<file path="src/rtl/rs_pkg.sv">
package rs_pkg;

    typedef enum logic [1:0] {
        SLOT_FREE  = 2'd0,
        SLOT_WAIT  = 2'd1,
        SLOT_READY = 2'd2
    } slot_state_e;

endpackage

</file>
<file path="src/rtl/rs_slot.sv">
module rs_slot
    import rs_pkg::*;
#(
    parameter int OP_W   = 4,
    parameter int TAG_W  = 4,
    parameter int DATA_W = 16
) (
    input  logic              clk,
    input  logic              rst_n,
    input  logic              flush,
    input  logic              alloc,
    input  logic [OP_W-1:0]   in_op,
    input  logic [TAG_W-1:0]  in_dst,
    input  logic              in_a_rdy,
    input  logic [TAG_W-1:0]  in_a_tag,
    input  logic [DATA_W-1:0] in_a_val,
    input  logic              in_b_rdy,
    input  logic [TAG_W-1:0]  in_b_tag,
    input  logic [DATA_W-1:0] in_b_val,
    input  logic              bc_valid,
    input  logic [TAG_W-1:0]  bc_tag,
    input  logic [DATA_W-1:0] bc_val,
    input  logic              grant,
    output logic              is_free,
    output logic              is_ready,
    output logic [OP_W-1:0]   out_op,
    output logic [TAG_W-1:0]  out_dst,
    output logic [DATA_W-1:0] out_a,
    output logic [DATA_W-1:0] out_b
);

    slot_state_e       state_q, state_d;
    logic [OP_W-1:0]   op_q;
    logic [TAG_W-1:0]  dst_q;
    logic              a_have_q, b_have_q;
    logic [TAG_W-1:0]  a_tag_q, b_tag_q;
    logic [DATA_W-1:0] a_val_q, b_val_q;

    // wakeup matches for a parked instruction
    logic a_hit, b_hit;
    // same-cycle capture for the instruction being allocated
    logic in_a_hit, in_b_hit, in_a_ok, in_b_ok;

    always_comb begin
        a_hit    = bc_valid && (state_q == SLOT_WAIT) && !a_have_q && (a_tag_q == bc_tag);
        b_hit    = bc_valid && (state_q == SLOT_WAIT) && !b_have_q && (b_tag_q == bc_tag);
        in_a_hit = bc_valid && !in_a_rdy && (in_a_tag == bc_tag);
        in_b_hit = bc_valid && !in_b_rdy && (in_b_tag == bc_tag);
        in_a_ok  = in_a_rdy || in_a_hit;
        in_b_ok  = in_b_rdy || in_b_hit;
    end

    // next-state logic
    always_comb begin
        state_d = state_q;
        unique case (state_q)
            SLOT_FREE: begin
                if (alloc) state_d = (in_a_ok && in_b_ok) ? SLOT_READY : SLOT_WAIT;
            end
            SLOT_WAIT: begin
                if ((a_have_q || a_hit) && (b_have_q || b_hit)) state_d = SLOT_READY;
            end
            SLOT_READY: begin
                if (grant) state_d = SLOT_FREE;
            end
            default: state_d = SLOT_FREE;
        endcase
        if (flush) state_d = SLOT_FREE;
    end

    // state register
    always_ff @(posedge clk) begin
        if (!rst_n) state_q <= SLOT_FREE;
        else        state_q <= state_d;
    end

    // payload and operand capture
    always_ff @(posedge clk) begin
        if (!rst_n) begin
            op_q     <= '0;
            dst_q    <= '0;
            a_have_q <= 1'b0;
            b_have_q <= 1'b0;
            a_tag_q  <= '0;
            b_tag_q  <= '0;
            a_val_q  <= '0;
            b_val_q  <= '0;
        end else if (alloc && state_q == SLOT_FREE) begin
            op_q     <= in_op;
            dst_q    <= in_dst;
            a_have_q <= in_a_ok;
            b_have_q <= in_b_ok;
            a_tag_q  <= in_a_tag;
            b_tag_q  <= in_b_tag;
            a_val_q  <= in_a_rdy ? in_a_val : bc_val;
            b_val_q  <= in_b_rdy ? in_b_val : bc_val;
        end else begin
            if (a_hit) begin
                a_have_q <= 1'b1;
                a_val_q  <= bc_val;
            end
            if (b_hit) begin
                b_have_q <= 1'b1;
                b_val_q  <= bc_val;
            end
        end
    end

    // outputs
    always_comb begin
        is_free  = (state_q == SLOT_FREE);
        is_ready = (state_q == SLOT_READY);
        out_op   = op_q;
        out_dst  = dst_q;
        out_a    = a_val_q;
        out_b    = b_val_q;
    end

    assert_grant_ready_R8: assert property (@(posedge clk) disable iff (!rst_n)
        grant |-> state_q == SLOT_READY);

    assert_alloc_free_R2: assert property (@(posedge clk) disable iff (!rst_n)
        alloc |-> state_q == SLOT_FREE);

    assert_ready_ops_R3: assert property (@(posedge clk) disable iff (!rst_n)
        state_q == SLOT_READY |-> (a_have_q && b_have_q));

    assert_quiet_bus_R10: assert property (@(posedge clk) disable iff (!rst_n)
        (state_q == SLOT_WAIT && !flush && !bc_valid) |=> state_q == SLOT_WAIT);

endmodule

</file>
<file path="src/rtl/rs_pick.sv">
module rs_pick #(
    parameter int NUM_SLOTS = 4
) (
    input  logic                 clk,
    input  logic                 rst_n,
    input  logic [NUM_SLOTS-1:0] alloc_vec,
    input  logic [NUM_SLOTS-1:0] occ,
    input  logic [NUM_SLOTS-1:0] ready,
    input  logic                 grant_en,
    output logic [NUM_SLOTS-1:0] grant,
    output logic                 any_ready
);

    // older_q[i][j] set: slot j was allocated before slot i
    logic [NUM_SLOTS-1:0] older_q [NUM_SLOTS];
    logic [NUM_SLOTS-1:0] cand;

    for (genvar i = 0; i < NUM_SLOTS; i++) begin : g_row
        always_ff @(posedge clk) begin
            if (!rst_n)
                older_q[i] <= '0;
            else if (alloc_vec[i])
                older_q[i] <= occ & ~(NUM_SLOTS'(1) << i);
            else
                older_q[i] <= older_q[i] & ~alloc_vec;
        end
        assign cand[i] = ready[i] && ((older_q[i] & ready) == '0);
    end

    always_comb begin
        any_ready = |ready;
        grant     = grant_en ? cand : '0;
    end

    assert_onehot_grant_R8: assert property (@(posedge clk) disable iff (!rst_n)
        $onehot0(grant));

    assert_pick_exists_R7: assert property (@(posedge clk) disable iff (!rst_n)
        (grant_en && any_ready) |-> $countones(grant) == 1);

endmodule

</file>
<file path="src/rtl/rs_station.sv">
module rs_station
    import rs_pkg::*;
#(
    parameter int NUM_SLOTS = 4,
    parameter int OP_W      = 4,
    parameter int TAG_W     = 4,
    parameter int DATA_W    = 16
) (
    input  logic              clk,
    input  logic              rst_n,
    input  logic              flush,
    input  logic              iss_valid,
    output logic              iss_ready,
    input  logic [OP_W-1:0]   iss_op,
    input  logic [TAG_W-1:0]  iss_dst,
    input  logic              iss_a_rdy,
    input  logic [TAG_W-1:0]  iss_a_tag,
    input  logic [DATA_W-1:0] iss_a_val,
    input  logic              iss_b_rdy,
    input  logic [TAG_W-1:0]  iss_b_tag,
    input  logic [DATA_W-1:0] iss_b_val,
    input  logic              bc_valid,
    input  logic [TAG_W-1:0]  bc_tag,
    input  logic [DATA_W-1:0] bc_val,
    input  logic              fu_busy,
    output logic              dsp_valid,
    output logic [OP_W-1:0]   dsp_op,
    output logic [TAG_W-1:0]  dsp_dst,
    output logic [DATA_W-1:0] dsp_a,
    output logic [DATA_W-1:0] dsp_b
);

    logic [NUM_SLOTS-1:0] free_vec, ready_vec, alloc_vec, grant_vec;
    logic                 any_ready, grant_en, accept;
    logic [OP_W-1:0]      s_op  [NUM_SLOTS];
    logic [TAG_W-1:0]     s_dst [NUM_SLOTS];
    logic [DATA_W-1:0]    s_a   [NUM_SLOTS];
    logic [DATA_W-1:0]    s_b   [NUM_SLOTS];

    // lowest free slot takes the offered instruction
    always_comb begin
        alloc_vec = '0;
        accept    = iss_valid && iss_ready && !flush;
        for (int i = NUM_SLOTS - 1; i >= 0; i--) begin
            if (free_vec[i]) alloc_vec = NUM_SLOTS'(1) << i;
        end
        if (!accept) alloc_vec = '0;
    end

    for (genvar i = 0; i < NUM_SLOTS; i++) begin : g_slot
        rs_slot #(.OP_W(OP_W), .TAG_W(TAG_W), .DATA_W(DATA_W)) u_slot (
            .clk      (clk),
            .rst_n    (rst_n),
            .flush    (flush),
            .alloc    (alloc_vec[i]),
            .in_op    (iss_op),
            .in_dst   (iss_dst),
            .in_a_rdy (iss_a_rdy),
            .in_a_tag (iss_a_tag),
            .in_a_val (iss_a_val),
            .in_b_rdy (iss_b_rdy),
            .in_b_tag (iss_b_tag),
            .in_b_val (iss_b_val),
            .bc_valid (bc_valid),
            .bc_tag   (bc_tag),
            .bc_val   (bc_val),
            .grant    (grant_vec[i]),
            .is_free  (free_vec[i]),
            .is_ready (ready_vec[i]),
            .out_op   (s_op[i]),
            .out_dst  (s_dst[i]),
            .out_a    (s_a[i]),
            .out_b    (s_b[i])
        );
    end

    assign grant_en = !fu_busy && !flush;

    rs_pick #(.NUM_SLOTS(NUM_SLOTS)) u_pick (
        .clk       (clk),
        .rst_n     (rst_n),
        .alloc_vec (alloc_vec),
        .occ       (~free_vec),
        .ready     (ready_vec),
        .grant_en  (grant_en),
        .grant     (grant_vec),
        .any_ready (any_ready)
    );

    // dispatch port
    always_comb begin
        iss_ready = |free_vec;
        dsp_valid = grant_en && any_ready;
        dsp_op    = '0;
        dsp_dst   = '0;
        dsp_a     = '0;
        dsp_b     = '0;
        for (int i = 0; i < NUM_SLOTS; i++) begin
            if (grant_vec[i]) begin
                dsp_op  = dsp_op  | s_op[i];
                dsp_dst = dsp_dst | s_dst[i];
                dsp_a   = dsp_a   | s_a[i];
                dsp_b   = dsp_b   | s_b[i];
            end
        end
    end

    assert_busy_hold_R3: assert property (@(posedge clk) disable iff (!rst_n)
        fu_busy |-> !dsp_valid);

    assert_flush_clear_R9: assert property (@(posedge clk) disable iff (!rst_n)
        flush |=> (!dsp_valid && iss_ready));

endmodule

</file>
<file path="config.mk">
export PLATFORM = sky130hd
export DESIGN_NAME = rs_station
export DESIGN_NICKNAME = d
export VERILOG_FILES = /design/src/rtl/rs_pkg.sv /design/src/rtl/rs_slot.sv /design/src/rtl/rs_pick.sv /design/src/rtl/rs_station.sv
export SDC_FILE = /design/constraint.sdc
export NUM_CORES = 1
export LEC_CHECK = 0
export ABC_AREA = 1
export BUFFER_PORTS_ARGS = -buffer_cell sky130_fd_sc_hd__buf_2
export CAP_MARGIN = 40
export CORE_MARGIN = 2
export CORE_UTILIZATION = 60
export CTS_BUF_LIST = sky130_fd_sc_hd__clkbuf_8
export DETAILED_ROUTE_END_ITERATION = 10
export PLACE_DENSITY = 0.81
export SYNTH_ARGS = -nofsm -noshare
export SYNTH_HDL_FRONTEND = slang
export SYNTH_SLANG_ARGS = --single-unit
</file>
<file path="constraint.sdc">
create_clock -name clk -period 3.5 [get_ports clk]
set_clock_uncertainty 0.15 [all_clocks]
set_input_delay 0.175 -clock clk [delete_from_list [all_inputs] [get_ports clk]]
set_output_delay 0.175 -clock clk [all_outputs]
set_load 0.005 [all_outputs]
</file>
==> impl_summary.log <==
[metrics] DRT antenna net count: 0
[metrics] number of CTS-inserted buffers: 39
[metrics] worst IR drop on VDD: 0.385 mV
[metrics] horizontal die dimension: 141 um
[metrics] nature of the critical path endpoint: output port
[metrics] Hold/Removal Path Class: in2reg
[metrics] first-pass GRT wire length: 57000 um
[metrics] required time reported for the critical path endpoint: 3.17 ns
[metrics] Site Rows: 50
[metrics] transition at the pin with the smallest max-transition slack: 0.942 ns
[metrics] crit start category: flip-flop
[metrics] number of failing hold endpoints at the final stage: 0
[metrics] worst stage delay on the critical path: 0.61 ns
[metrics] average routed wire per standard cell: 17.8 um
[metrics] crit path DAT: 2.78 ns
[metrics] peak fanout along the critical path: 21
[metrics] minimum clock period after layout: 3.11 ns
[metrics] family of cells with the greatest summed delay on the critical path: simple AND/OR/NAND/NOR gates
[metrics] number of clock sinks: 224
[metrics] clock transition at the registers of the reported paths: 0.06 ns
[metrics] maximum level of the CTS H-tree: 2
[metrics] via count: 12.1k
[metrics] count of different cell masters after synthesis: 36
[metrics] die span in y: 141 um
[metrics] clock latency on the worst-skew pair: 0.55 ns
[metrics] Pwr Density: 430 nW/um^2
[metrics] kind of critical path: reg2out
[metrics] maximum clock frequency: 322 MHz
[metrics] Area growth syn-to-layout: 16.0%
[metrics] run status: finished clean
[metrics] final period utilization: 88.8%
[metrics] Slowest-stage cell, CP: sky130_fd_sc_hd__nor2_4
[metrics] CTS Buffer Depth: 3
[metrics] maximum number of pins on one net before global-route repair: 70
[metrics] number of pins with negative max-slew slack in the final report: 0
[metrics] Yosys reg bits: 224
[metrics] net total in the final layout: 1883
[metrics] Boundary Pins: 118
[metrics] post-layout worst setup margin: 0.392 ns
[metrics] GRT Resource Usage Total: 35.9%
[metrics] Layout Cell Area excl Fill: 13000 um^2
[metrics] count of TritonRoute iterations in the first routing pass: 6
[metrics] proportion of synthesized chip area in sequential cells: 41.4%
[metrics] initial core utilization: 60.6%
[metrics] TritonCTS clock tree: built
[metrics] Tot Pwr: 5.61 mW
[metrics] count of input and output buffers: 117
[metrics] worst-case setup slack after placement: 0.994 ns
[metrics] P_leak: 5.41 nW
[metrics] overall overflow remaining after global route: 0
[metrics] Detailed Route WL: 36800 um
[metrics] relative max-transition margin: 37.0%
[metrics] placeable core region: 18500 um^2
[metrics] Clk Tree Root Cell: sky130_fd_sc_hd__clkbuf_8
[metrics] Post-Synthesis Cell Area: 11200 um^2
[metrics] vias per inst: 5.84
[metrics] number of buffers and inverters on the critical path: 3
[metrics] DRC violation count after routing: 0
[metrics] CP Cell Sequence: inv_1 > nor2_1 > nand3_1 > nor2_4 > buf_12 > nand2_1 > o2111ai_1 > buf_2
[metrics] violation count after the first detailed-route iteration: 1360
[metrics] number of global-route vias before repair: 11.2k
[metrics] dpl cell area: 11900 um^2
[metrics] Max-Cap Viols: 0
[metrics] diode insertion count for antenna repair: 0
[metrics] full die area: 19800 um^2
[metrics] setup violators final: 0
[metrics] synthesized netlist cell count: 1671
[metrics] unrepaired setup endpoints after global routing: no
[metrics] synthesized area divided by synthesized cell count: 6.72 um^2
[metrics] fraction of layout instances using a drive strength above 1: 13.2%
[metrics] number of gates resized after CTS: 0
[metrics] yosys warns: 0
[metrics] routability-driven placement congestion ratio: 0.956
[metrics] antenna violations before repair: 0
[metrics] total negative setup slack: 0 ns
[metrics] final HPWL from detailed placement: 24000 um
[metrics] number of fill cells in the layout: 1619
-- layout make-up --
cell class	count	area, um^2	area share [%]
flip-flops and latches	224	4640	35.7
repair buffers	174	1150	8.80
clock inverters	20	148	1.13
clock buffers	46	633	4.86
multi-input cells	1213	5580	42.8
well taps	234	293	2.25
inverters	155	583	4.48
-- layout by cell type, fill, tap and decap left out, drive strengths merged, types with 35 or more instances in the layout --
master       count
inv            170
nand2          514
dlygate4sd3     35
clkbuf          46
dfxtp          208
nand3           73
o22ai           52
nor2           157
buf            139
o21ai          197
a21oi          140
-- what timing repair did --
item | CTS | global route
hold endpoints to repair | 131 | 0
setup endpoints to repair | 0 | 0
hold buffers | 35 | 0
buffers inserted | 0 | 0
-- synthesized netlist by cell type, drive strengths merged --
| master | number | share of area, % |
|---|---|---|
| o21ai | 197 | 8.8 |
| nand4 | 3 | 0.28 |
| or2 | 11 | 0.61 |
| o22ai | 52 | 2.9 |
| o21a | 1 | 0.067 |
| o21bai | 3 | 0.20 |
| conb | 1 | 0.033 |
| xor2 | 6 | 0.47 |
| nor2 | 157 | 5.7 |
| buf | 50 | 2.9 |
| inv | 155 | 5.2 |
| a31oi | 7 | 0.39 |
| clkbuf | 44 | 1.5 |
| a21oi | 140 | 6.2 |
| nand2 | 514 | 18 |
| edfxtp | 16 | 4.3 |
| dfxtp | 208 | 37 |
| nand3 | 73 | 3.3 |
| a211oi | 1 | 0.067 |
| o2111ai | 32 | 2.5 |
-- power breakdown --
| part | total [mW] | switching, mW | internal, mW | leakage (nW) |
|---|---|---|---|---|
| sequential | 2.66 | 0.0273 | 2.63 | 1.85 |
| combinational | 0.498 | 0.339 | 0.158 | 3.11 |
| clock | 2.45 | 1.10 | 1.35 | 0.451 |
-- worst reg2reg max path, delay by kind of cell (launching register included) --
family | cells | cell delay [ns]
simple gates | 4 | 0.78
buf+inv | 3 | 1.04
compound gates | 2 | 0.17
flops | 1 | 0.58
-- registers in the layout (all words and copies together), names as in the netlist --
name,cells
g_slot.u_slot.out_op,16
g_slot.u_slot.a_tag_q,16
g_slot.u_slot.out_a,64
u_pick.older_q,16
g_slot.u_slot.out_b,64
g_slot.u_slot.b_have_q,4
g_slot.u_slot.b_tag_q,16
g_slot.u_slot.a_have_q,4
g_slot.u_slot.out_dst,16
g_slot.u_slot.state_q,8
-- routing by layer --
layer	wire, um	GRT usage (%)	part of all wire [%]	vias up
li1	-	-	-	5736
met1	15100	48.5	41	5448
met4	1440	16.0	3.9	0
met2	16400	56.9	44	737
met5	0	0	0	-
met3	3880	5.74	11	146
-- path summary, 6_finish.rpt --
path | start | to | slack [ns] | depth (start not counted)
worst min-delay path | fu_busy | g_slot[2].u_slot.state_q[0] | 0.04 | 6
worst max register to register | g_slot[0].u_slot.state_q[1] | g_slot[1].u_slot.out_a[7] | 0.66 | 9
worst min register to register | g_slot[1].u_slot.out_b[11] | g_slot[1].u_slot.out_b[11] | 0.31 | 2
worst max-delay path | g_slot[3].u_slot.state_q[1] | dsp_a[5] | 0.39 | 8
-- metrics by stage --
stage	instances	utilization, %	hold WS (ns)
2_1_floorplan	1686	-	0.210
3_3_place_gp	1963	64.0	0.291
3_5_place_dp	1965	64.2	0.304
4_1_cts	2066	70.3	0.0189
5_1_grt	2066	70.3	0.0654
6_report	2066	70.3	0.0365
-- kinds of logic (layout without fill, tap and decap cells) --
family	after synthesis	count (layout)	synth area share [%]
flops	224	224	41.4
simple gates	758	758	27.5
other cells	1	16	0.0334
buf+inv	249	395	9.54
xor+xnor	6	6	0.468
compound gates	433	433	21.1
Note: power is estimated with default switching activity, not from simulation.
